[src/rtl/wrp_pkg.sv]
package wrp_pkg;

  localparam logic [7:0] UNLOCK_KEY = 8'hA8;
  localparam int         RST_BIT    = 5;

  // Pulse length in clock cycles for a frequency and a duration in us.
  function automatic int pulse_cycles(input int clk_hz, input int dur_us);
    return (clk_hz / 1_000_000) * dur_us;
  endfunction

  // Control register image: only the reset level bit is live.
  function automatic logic [7:0] ctrl_view(input logic level_n);
    logic [7:0] v;
    v          = 8'h00;
    v[RST_BIT] = level_n;
    return v;
  endfunction

  function automatic logic key_ok(input logic [7:0] k);
    return k == UNLOCK_KEY;
  endfunction

endpackage

[src/rtl/wrp_key_reg.sv]
module wrp_key_reg
  import wrp_pkg::*;
(
  input  logic       clk,
  input  logic       rst_n,
  input  logic       wr_stb,
  input  logic [7:0] wr_data,
  output logic [7:0] key_q,
  output logic       unlocked
);

  always_ff @(posedge clk or negedge rst_n) begin
    if (!rst_n)      key_q <= 8'h00;
    else if (wr_stb) key_q <= wr_data;
  end

  assign unlocked = key_ok(key_q);

  assert_key_load_R2: assert property (@(posedge clk) disable iff (!rst_n)
    wr_stb |=> key_q == $past(wr_data));

  assert_key_hold_R2: assert property (@(posedge clk) disable iff (!rst_n)
    !wr_stb |=> $stable(key_q));

endmodule

[src/rtl/wrp_pulse_timer.sv]
module wrp_pulse_timer #(
  parameter int PULSE_CYC = 250,
  localparam int CNT_W    = $clog2(PULSE_CYC + 1)
) (
  input  logic             clk,
  input  logic             rst_n,
  input  logic             fire,
  output logic             level_n,
  output logic             active,
  output logic             start,
  output logic             done,
  output logic [CNT_W-1:0] remain
);

  localparam logic [CNT_W-1:0] LOAD = CNT_W'(PULSE_CYC);
  localparam logic [CNT_W-1:0] ONE  = CNT_W'(1);

  assign active = !level_n;
  assign start  = fire && !active;
  assign done   = active && (remain == ONE);

  always_ff @(posedge clk or negedge rst_n) begin
    if (!rst_n) begin
      level_n <= 1'b1;
      remain  <= '0;
    end else if (start) begin
      level_n <= 1'b0;
      remain  <= LOAD;
    end else if (done) begin
      level_n <= 1'b1;
      remain  <= '0;
    end else if (active) begin
      remain  <= remain - ONE;
    end
  end

  assert_start_low_R4: assert property (@(posedge clk) disable iff (!rst_n)
    start |=> !level_n);

  assert_self_release_R6: assert property (@(posedge clk) disable iff (!rst_n)
    done |=> level_n);

  assert_no_reload_R7: assert property (@(posedge clk) disable iff (!rst_n)
    (active && !done) |=> (remain == $past(remain) - ONE) && !level_n);

endmodule

[src/rtl/wrp_read_mux.sv]
module wrp_read_mux
  import wrp_pkg::*;
#(
  parameter int              ADDR_W    = 2,
  parameter logic [ADDR_W-1:0] CTRL_ADDR = '0,
  parameter logic [ADDR_W-1:0] KEY_ADDR  = 1
) (
  input  logic [ADDR_W-1:0] rd_addr,
  input  logic [7:0]        key_q,
  input  logic              level_n,
  output logic [7:0]        rd_data
);

  always_comb begin
    if (rd_addr == KEY_ADDR)       rd_data = key_q;
    else if (rd_addr == CTRL_ADDR) rd_data = ctrl_view(level_n);
    else                           rd_data = 8'h00;
  end

endmodule

[src/rtl/warm_reset_pulse.sv]
module warm_reset_pulse
  import wrp_pkg::*;
#(
  parameter int                CLK_HZ    = 250_000_000,
  parameter int                PULSE_US  = 1,
  parameter int                ADDR_W    = 2,
  parameter logic [ADDR_W-1:0] CTRL_ADDR = '0,
  parameter logic [ADDR_W-1:0] KEY_ADDR  = 1
) (
  input  logic              clk,
  input  logic              rst_n,
  input  logic              wr_en,
  input  logic [ADDR_W-1:0] wr_addr,
  input  logic [7:0]        wr_data,
  input  logic [ADDR_W-1:0] rd_addr,
  output logic [7:0]        rd_data,
  output logic              warm_rst_n
);

  localparam int PULSE_CYC = pulse_cycles(CLK_HZ, PULSE_US);
  localparam int CNT_W     = $clog2(PULSE_CYC + 1);
  localparam int RUN_W     = CNT_W + 1;

  logic [7:0]       key_q;
  logic             unlocked;
  logic             key_wr, ctrl_wr, fire;
  logic             active, start, done;
  logic [CNT_W-1:0] remain;

  assign key_wr  = wr_en && (wr_addr == KEY_ADDR);
  assign ctrl_wr = wr_en && (wr_addr == CTRL_ADDR);
  assign fire    = ctrl_wr && !wr_data[RST_BIT] && unlocked;

  wrp_key_reg u_key (
    .clk      (clk),
    .rst_n    (rst_n),
    .wr_stb   (key_wr),
    .wr_data  (wr_data),
    .key_q    (key_q),
    .unlocked (unlocked)
  );

  wrp_pulse_timer #(.PULSE_CYC(PULSE_CYC)) u_timer (
    .clk     (clk),
    .rst_n   (rst_n),
    .fire    (fire),
    .level_n (warm_rst_n),
    .active  (active),
    .start   (start),
    .done    (done),
    .remain  (remain)
  );

  wrp_read_mux #(
    .ADDR_W    (ADDR_W),
    .CTRL_ADDR (CTRL_ADDR),
    .KEY_ADDR  (KEY_ADDR)
  ) u_rd (
    .rd_addr (rd_addr),
    .key_q   (key_q),
    .level_n (warm_rst_n),
    .rd_data (rd_data)
  );

  // Independent low-time counter used only by the width checks.
  logic [RUN_W-1:0] low_run;
  always_ff @(posedge clk or negedge rst_n) begin
    if (!rst_n)          low_run <= '0;
    else if (warm_rst_n) low_run <= '0;
    else                 low_run <= low_run + RUN_W'(1);
  end

  assert_locked_R5: assert property (@(posedge clk) disable iff (!rst_n)
    (ctrl_wr && !wr_data[RST_BIT] && !unlocked && warm_rst_n) |=> warm_rst_n);

  assert_bit_high_R8: assert property (@(posedge clk) disable iff (!rst_n)
    (wr_en && wr_data[RST_BIT] && warm_rst_n) |=> warm_rst_n);

  assert_width_R6: assert property (@(posedge clk) disable iff (!rst_n)
    $rose(warm_rst_n) |-> low_run == RUN_W'(PULSE_CYC));

  assert_no_overrun_R6: assert property (@(posedge clk) disable iff (!rst_n)
    low_run <= RUN_W'(PULSE_CYC));

  assert_readback_R3: assert property (@(posedge clk) disable iff (!rst_n)
    (rd_addr == CTRL_ADDR) |-> (rd_data & 8'hDF) == 8'h00);

endmodule

[config.mk]
export PLATFORM = sky130hd
export DESIGN_NAME = warm_reset_pulse
export DESIGN_NICKNAME = d
export VERILOG_FILES = /design/src/rtl/wrp_pkg.sv /design/src/rtl/wrp_key_reg.sv /design/src/rtl/wrp_pulse_timer.sv /design/src/rtl/wrp_read_mux.sv /design/src/rtl/warm_reset_pulse.sv
export SDC_FILE = /design/constraint.sdc
export NUM_CORES = 1
export LEC_CHECK = 0
export ABC_CLOCK_PERIOD_IN_PS = 3800
export BUFFER_PORTS_ARGS = -buffer_cell sky130_fd_sc_hd__buf_2
export CORE_UTILIZATION = 30
export CTS_BUF_LIST = sky130_fd_sc_hd__clkbuf_4
export DETAILED_ROUTE_END_ITERATION = 8
export GPL_TIMING_DRIVEN = 0
export HOLD_SLACK_MARGIN = 0.05
export PLACE_DENSITY = 0.51
export SYNTH_ARGS = -nofsm -noshare
export SYNTH_HDL_FRONTEND = slang
export SYNTH_SLANG_ARGS = --single-unit
[constraint.sdc]
create_clock -name clk -period 3.8 [get_ports clk]
set_clock_uncertainty 0.15 [all_clocks]
set_input_delay 0 -clock clk [delete_from_list [all_inputs] [get_ports clk]]
set_output_delay 0 -clock clk [all_outputs]
set_load 0.005 [all_outputs]
==> reports/metrics.cfg <==
[die]
die_area_sq_um=3347
core_area_sq_um=2853
placementRows=19
io_pins=24
die_h_um=57.86
initial_core_util=0.3281
die_w_um=57.86

[setup_path]
cp_slowest_cell=dlygate4sd3_1
r2r_start=u_key.key_q[4]$_DFFE_PN0P_
cp-start-kind=flip-flop
r2r_cells=4
max_stage_delay_ns=0.66
crit_type=flip-flop to flip-flop
crit-reg2reg-capture=u_timer.remain[4]$_DFFE_PN0P_
arrival_ns=2.18
crit_chain=nor4bb_1 > nand4_1 > dlygate4sd3_1 > a22oi_1
r2r_slack_ns=1.69
required_ns=3.87
worst-path-max-fanout=4
endpoint_kind=flip-flop

[timing]
period_needed_ns=2.113
hold_viol_final=0
rsz0062_at_grt=false
tns_ns=0
fmax_mhz=473.2
worst_pin_slew_ns=0.7435
finalMaxSlewViolations=0
slew_headroom=0.5027
finalSetupViolCount=0
finalCritPeriodShare=0.5562

[detailed_routing]
first_iter_violations=11
routed_wl_mm=2.178
drt_first_pass_iters=6
vias_per_cell=5.175
ant_nets=0
wl_per_cell_um=14.14
vias=797
drc=1

[worst_hold_path]
min_path_type=input pin to flip-flop
whs_endpoint=u_timer.remain[6]$_DFFE_PN0P_
hold_depth=4
min-delay-start=wr_en

[finish]
syn_to_final_growth_pct=34.63
final_area_sq_um=1260
fin_nets=141
n_antenna_cell=0
regArea_sq_um=426.7
drive_gt1_frac=0.3496
nFillCells=276
multi_input_area_sq_um=467.9

[clock_tree]
ctsRootBufferMaster=clkbuf_4
cts_sinks=17
cts_buffer_depth=2
worstSkewPairLatency_ns=0.29
clkTransAtPathRegs_ns=0.10
htreeDepth=1
cts.repair.resized=0
numCtsBuffers=3
tritoncts=yes

[synthesis]
yosys.area.top_type=dfrtp_1
synth_area_sq_um=935.9
synth_top_area_frac=0.4278
synth_cell_types=34
syn_area_per_cell_sq_um=11.41
netlist_top_cells_area=dfrtp_1, mux2_2, and2_1
syn_nets=99
synthCells=82
synth_seq_cells=17
ys_seq_area_frac=0.4559
yosys_warnings=0

[placement]
place_hpwl_mm=1.499
globalplace.congestion=0.7555
port_buffers=23
placed_area_sq_um=1090

[grt]
grtUsageMet2=0.2529
use_met1=0.1848
grt_busiest_layer=met2
grt_pass1_vias=823
grt_max_degree=17
antenna_found_initial=0
grt_pass1_wl_mm=3.774
grt.overflow.total=0
grt_usage=0.1498
grt_use_met3=0.02009

[power_and_ir_drop]
peakVddDrop_v=0.0001773
power_mw=0.4738
leakage_nw=0.5390
cellPowerDensity_nw_per_um2=376.0

[job]
max-cap-violations=0

[status]
status=finished with violations
violations=design-rule violations

-- where the power goes --
| group | internal [mW] | switching (mW) | leakage, nW |
|---|---|---|---|
| Clock | 0.0480 | 0.0570 | 0.0184 |
| Sequential | 0.211 | 0.0266 | 0.182 |
| Combinational | 0.0759 | 0.0557 | 0.338 |
| Total | 0.335 | 0.139 | 0.539 |
-- state kept, by name, summed over array words and instances (netlist names) --
register,count
u_key.key_q,8
u_timer.remain,8
u_timer.level_n,1
-- cells in the final DEF (no fill, tap or decap), types with 2 or more instances in the layout --
cell type	instances
buf_2	23
dfrtp_1	16
dlygate4sd3_1	14
and2_1	8
mux2_2	8
inv_1	5
clkbuf_4	4
nor4_1	3
or3_1	3
o21ai_1	3
nor2_1	3
a22oi_1	3
buf_6	2
nor4bb_1	2
o22ai_1	2
mux2i_1	2
ha_1	2
-- what timing repair did --
action / CTS / global route
endpoints found under the hold margin: 30 / 0
setup buffers: 0 / 0
hold buffers: 14 / 0
-- worst max-delay path: cells and delay by family, from the launching register on --
kind	cells	cell delay (ns)
buffers and inverters	1	0.66
AO/OA/AOI/OAI	1	0.17
flip-flops	1	0.40
AND/OR/NAND/NOR	2	0.67
-- per-layer routing --
metal	share of wire	up-vias
li1	-	395
met1	0.47	389
met2	0.49	9
met3	0.017	4
met4	0.023	0
met5	0	-
-- Yosys cell counts --
cell type   n
and2_1      8
nand4b_1    1
or4b_2      1
o41ai_1     1
nor2_1      3
o21ai_1     3
o211ai_1    1
a41oi_1     1
nor4bb_1    2
inv_1       5
nand4_1     1
nand3b_1    1
o22ai_1     2
xnor2_1     1
a2bb2oi_1   1
or4bb_1     1
o2111ai_1   1
a31o_2      1
mux2_2      8
nor4_1      3
or3b_2      1
dfrtp_1    16
nand3_1     1
or3_1       3
ha_1        2
o21ba_2     1
or4b_4      1
buf_6       2
o31ai_1     1
dfstp_2     1
nor2b_1     1
a22oi_1     3
nor4b_1     1
mux2i_1     2
-- worst max path at each step --
stage                                  startpoint                            end  slack, ns
floorplan           u_timer.remain[1]$_DFFE_PN0P_  u_timer.remain[6]$_DFFE_PN0P_       2.05
global placement    u_timer.remain[1]$_DFFE_PN0P_  u_timer.remain[6]$_DFFE_PN0P_       1.95
detailed placement  u_timer.remain[1]$_DFFE_PN0P_  u_timer.remain[6]$_DFFE_PN0P_       1.95
CTS                    u_key.key_q[4]$_DFFE_PN0P_  u_timer.remain[5]$_DFFE_PN0P_       1.70
global route           u_key.key_q[6]$_DFFE_PN0P_  u_timer.remain[4]$_DFFE_PN0P_       1.56
finish                 u_key.key_q[4]$_DFFE_PN0P_  u_timer.remain[4]$_DFFE_PN0P_       1.69
-- metrics by stage --
stage	instances	setup WS [ns]	hold slack (ns)	util
2_1_floorplan	82	2.051	-0.4456	-
3_3_place_gp	136	1.951	-0.1989	0.3820
3_5_place_dp	136	1.948	-0.1991	0.3820
4_1_cts	154	1.698	0.05219	0.4417
5_1_grt	154	1.559	0.06238	0.4417
6_report	154	1.687	0.05201	0.4417
-- cell families after synthesis --
family	share of synthesized area
buffers and inverters	0.04412
AOI/OAI and AO/OA	0.1270
xor gates and xnor gates	0.009360
muxes	0.1177
and+or+nand+nor	0.2193
adders and majority gates	0.02673
DFF	0.4559
-- final cells by class --
class                   instances  share of cell area
repair buffers                 37              0.2026
plain buffers                   2             0.01787
inverters                       5             0.01490
well taps                      31             0.03078
flip-flops and latches         17              0.3386
multi-input cells              58              0.3714
clock buffers                   4             0.02383
No activity file was read; power rests on OpenSTA's default activity.
